[src/rtl/q15_mul_pkg.sv]
package q15_mul_pkg;
  localparam int unsigned Q_W    = 16;
  localparam int unsigned LANE_N = 2;
  localparam int unsigned CTL_W  = 32;
  localparam int unsigned OVF_BIT = 21;
endpackage

[src/rtl/q15_lane.sv]
module q15_lane #(
  parameter int unsigned W = 16
) (
  input  logic [W-1:0] a,
  input  logic [W-1:0] b,
  output logic [W-1:0] y,
  output logic         sat
);
  localparam logic [W-1:0]   MOST_NEG = {1'b1, {(W-1){1'b0}}};
  localparam logic [W-1:0]   MOST_POS = {1'b0, {(W-1){1'b1}}};
  localparam logic [2*W-1:0] HALF_LSB = {{W{1'b0}}, 1'b1, {(W-1){1'b0}}};

  function automatic logic [W-1:0] round_mul(input logic [W-1:0] x, input logic [W-1:0] z);
    logic signed [2*W-1:0] prod;
    logic [2*W-1:0] dbl;
    logic [2*W-1:0] rnd;
    prod = $signed(x) * $signed(z);
    dbl  = {prod[2*W-2:0], 1'b0};
    rnd  = dbl + HALF_LSB;
    return rnd[2*W-1:W];
  endfunction

  assign sat = (a == MOST_NEG) && (b == MOST_NEG);
  assign y   = sat ? MOST_POS : round_mul(a, b);
endmodule

[src/rtl/q15_ctl_reg.sv]
module q15_ctl_reg #(
  parameter int unsigned CW  = 32,
  parameter int unsigned BIT = 21
) (
  input  logic          clk,
  input  logic          rst_n,
  input  logic          we,
  input  logic [CW-1:0] wdata,
  input  logic          set_ovf,
  output logic [CW-1:0] q
);
  always_ff @(posedge clk) begin
    if (!rst_n) begin
      q <= '0;
    end else begin
      if (we) q <= wdata;
      if (set_ovf) q[BIT] <= 1'b1;
    end
  end
endmodule

[src/rtl/q15_dual_mul.sv]
module q15_dual_mul
  import q15_mul_pkg::*;
#(
  parameter int unsigned W     = Q_W,
  parameter int unsigned LANES = LANE_N,
  parameter int unsigned CW    = CTL_W,
  parameter int unsigned FBIT  = OVF_BIT
) (
  input  logic               clk,
  input  logic               rst_n,
  input  logic               start,
  input  logic [W*LANES-1:0] opa,
  input  logic [W*LANES-1:0] opb,
  output logic               res_valid,
  output logic [W*LANES-1:0] result,
  input  logic               ctl_we,
  input  logic [CW-1:0]      ctl_wdata,
  output logic [CW-1:0]      ctl_rdata
);
  localparam int unsigned DW = W * LANES;

  logic [DW-1:0]    lane_y;
  logic [LANES-1:0] lane_sat;
  logic             sat_any;
  logic             ovf_set;

  for (genvar i = 0; i < LANES; i++) begin : g_lane
    q15_lane #(.W(W)) u_lane (
      .a  (opa[i*W +: W]),
      .b  (opb[i*W +: W]),
      .y  (lane_y[i*W +: W]),
      .sat(lane_sat[i])
    );
  end

  assign sat_any = |lane_sat;
  assign ovf_set = start && sat_any;

  always_ff @(posedge clk) begin
    if (!rst_n) begin
      result    <= '0;
      res_valid <= 1'b0;
    end else begin
      res_valid <= start;
      if (start) result <= lane_y;
    end
  end

  q15_ctl_reg #(.CW(CW), .BIT(FBIT)) u_ctl (
    .clk    (clk),
    .rst_n  (rst_n),
    .we     (ctl_we),
    .wdata  (ctl_wdata),
    .set_ovf(ovf_set),
    .q      (ctl_rdata)
  );
endmodule

[config.mk]
export PLATFORM = sky130hd
export DESIGN_NAME = q15_dual_mul
export DESIGN_NICKNAME = d
export VERILOG_FILES = /design/src/rtl/q15_mul_pkg.sv /design/src/rtl/q15_lane.sv /design/src/rtl/q15_ctl_reg.sv /design/src/rtl/q15_dual_mul.sv
export SDC_FILE = /design/constraint.sdc
export NUM_CORES = 1
export LEC_CHECK = 0
export BUFFER_PORTS_ARGS = -buffer_cell sky130_fd_sc_hd__buf_2
export CELL_PAD_IN_SITES_DETAIL_PLACEMENT = 0
export CELL_PAD_IN_SITES_GLOBAL_PLACEMENT = 2
export CORE_MARGIN = 4
export CORE_UTILIZATION = 25
export CTS_CLUSTER_DIAMETER = 100
export CTS_CLUSTER_SIZE = 40
export DETAILED_ROUTE_END_ITERATION = 8
export GPL_TIMING_DRIVEN = 0
export PLACE_DENSITY_LB_ADDON = 0.1
export SYNTH_ARGS = -nofsm -noshare
export SYNTH_HDL_FRONTEND = slang
export SYNTH_SLANG_ARGS = --single-unit
[constraint.sdc]
create_clock -name clk -period 10.49 [get_ports clk]
set_input_delay 1.5735 -clock clk [delete_from_list [all_inputs] [get_ports clk]]
set_output_delay 1.5735 -clock clk [all_outputs]
set_load 0.005 [all_outputs]
==> metrics.md <==
| Metric | Value |
|---|---|
| Post-synth top flop | dfxtp_1 |
| Routed vias/inst | roughly 4.4 |
| Clock sinks | 65 |
| Bufs on Longest Clock Path | 2 |
| Count leader, synth | inv_1 |
| Fraction of registers with async set/reset | 0 |
| YS warnings | 0 |
| Layout area overhead | 11.2% |
| Design area | about 25000 sq um |
| GRT Total Usage | 0.164 |
| Post-synthesis mux area share | 0.0180 |
| Largest family of logic cells by synthesized area | adder cells |
| Min Tclk post-route | 9620 ps |
| R2r endpoint | result[31] |
| Number of remaining DRC errors | 0 |
| Final Util | 0.282 |
| Max Cap Viol | 0 |
| Die area | 95000 sq um |
| Hold Path Sink | u_ctl.q[12] |
| Adder-Cell Fraction of Synth Area | 0.540 |
| Worst R2R Start | result[31] |
| Crit path DAT | about 9900 ps |
| Antenna violation net count after detailed routing | 0 |
| Buffers on Ports | 145 |
| Mapped Nets | 3291 |
| Worst hold path type | reg -> reg |
| Resized Gates After CTS | 0 |
| Setup Buffers After CTS | 0 |
| Clock transition at path regs | approximately 60 ps |
| Critical path capture point type | flop |
| CTS tree | done |
| Total CTS buffers | 9 |
| Mean Syn Cell Area | 8.93 sq um |
| First-pass GRT wire length | 119 mm |
| Initial drt markers | ~860 |
| Synthesized area | 22500 sq um |
| Slew HR | 0.328 |
| Sequential fraction of the synthesis area | 0.0577 |
| Final setup viols | 0 |
| Final-stage net count | between 3000 and 4000 |
| Post-Route Setup TNS | 0 ps |
| Initial antenna violation count | 3 |
| Setup slack, reg-to-reg | approximately 10000 ps |
| # rows | 109 |
| Total core area | 88900 sq um |
| R2R depth | 2 |
| Setup Crit Path Kind | in -> reg |
| Die Y | around 310 microns |
| Startpoint Class | input port |
| Final Hold Viols | 0 |
| Starting Density | 0.254 |
| Largest net degree at the start of global routing | 13 |
| Hold depth | 2 |
| Max frequency | approximately 0.10 GHz |
| Cells after synthesis | 2525 |
| Most area-hungry cell type in the Yosys netlist | fa_1 |
| CP Max Fanout | 10 |
| Setup Skew | 0 ps |
| Run status | completed |
| Synth unique cells | between 70 and 80 |
| Worst Tran Pin Value | ~1000 ps |
| First-pass DRT Iterations | 5 |
| RSZ-0062 raised after global routing | no |
| Top cells by area, synth | fa_1 45%, inv_1 9.4%, ha_1 8.7% |
| Required @ worst endpoint | 10750 ps |
| Post-Place Cell Area | between 20000 and 25000 sq um |
| Hpwl dp | approximately 66 mm |
| Vias in the first global route | just under 20000 |
| Post-synth EDFFs | 0 |
| Worst slack at placement | 525 ps |
| GP Congestion | approximately 0.80 |
| # hold bufs at CTS | 0 |
| Width of the die | 308 microns |
| Crit share post-route | 0.917 |
| Synth Area in Compound Gates | 0.0666 |
| Final WL | 74.9 mm |
| Root Buffer | clkbuf_16 |
| Synth Area in Simple Gates | 0.178 |
| Share of the synthesized area in the top cell type | 0.453 |
| Routed len/inst | 19.4 microns |
| Flops & latches, synth | 65 |
| H-tree levels | 3 |
| Final WS setup | approximately 870 ps |
| Clk_lat worst skew | around 320 ps |
| Congestion Overflow GR | 0 |
| Io pins | 165 |
| Layout cells sized above 1 | 0.0678 |
| Vias | ~17000 |
| Hold Startpoint | u_ctl.q[12] |
| Post-Synth XOR/XNOR Area | 0.0272 |
| Post-synth top cells | 564 x inv_1, 510 x fa_1, 284 x nand2_1 |
| Pins Over Slew Limit | 0 |
-- cell usage in the layout, fill, tap and decap left out, types with 59 or more instances in the layout --
master | synthesis | routed
o21ai_0 | 59 | 59
a21oi_1 | 73 | 73
inv_1 | 564 | 564
and2_1 | 247 | 247
nand2_1 | 284 | 284
dfxtp_1 | 65 | 65
buf_2 | 2 | 147
fa_1 | 510 | 510
clkbuf_1 | 106 | 106
ha_1 | 156 | 156
-- how the worst max path moves through the flow --
stage | start | end | slack (ps)
floorplan | opa[15] | result[11] | 2140
global placement | opa[13] | result[11] | 550
detailed placement | opa[15] | result[11] | 520
CTS | opa[15] | result[11] | 840
global route | opa[15] | result[11] | 80
finish | opa[10] | result[11] | 870
-- final cells by class --
type                    count  area, sq um
diodes                      3         7.51
plain buffers             113          430
clock buffers              10          239
clock inverters             6         90.1
fillers                  9662        63900
inverters                 564         2120
multi-input cells        1783        18700
flip-flops and latches     65         1300
well taps                1165         1460
repair buffers            145          726
-- metrics by stage --
step	hold WS (ps)	cells
CTS	518	3851
detailed placement	497	3835
finish	516	3854
global route	552	3851
global placement	492	3835
floorplan	486	2525
-- worst max-delay path: stages --
cell      delay [ps]
clkbuf_1         650
clkbuf_1         590
nand2_1          170
fa_1             530
fa_1             460
fa_1             550
inv_1             60
fa_1             490
fa_1             490
inv_1             50
fa_1             470
inv_1             40
ha_1             310
nand3_1          210
nor3b_1          160
nor4_1           880
nand2_1          310
a311oi_2         460
nand3_2          170
or4_4            620
a211o_1          310
and4_4           150
nor3_2           150
-- cell families (layout without fill, tap and decap cells) --
group                    count (synthesis)  in the layout
other                                    0              3
AND/OR/NAND/NOR                        771            771
multiplexers                            40             40
adder cells (fa/ha/maj)                666            666
XOR/XNOR                                70             70
AO/OA/AOI/OAI                          236            236
buffers and inverters                  677            838
flip-flops                              65             65
-- state kept, by name (all words and copies together), names as in the netlist --
register   count
result        32
u_ctl.q       32
res_valid      1
-- layer usage --
layer	vias to the layer above	GRT usage	share of wire
li1	7956	-	-
met1	8717	0.247	0.51
met2	288	0.259	0.44
met3	24	0.0244	0.045
met4	0	0.0109	0.0048
met5	-	0	0
Power is not shown: default switching activity piles up to over one toggle a cycle in this logic, so the estimate is an artifact.
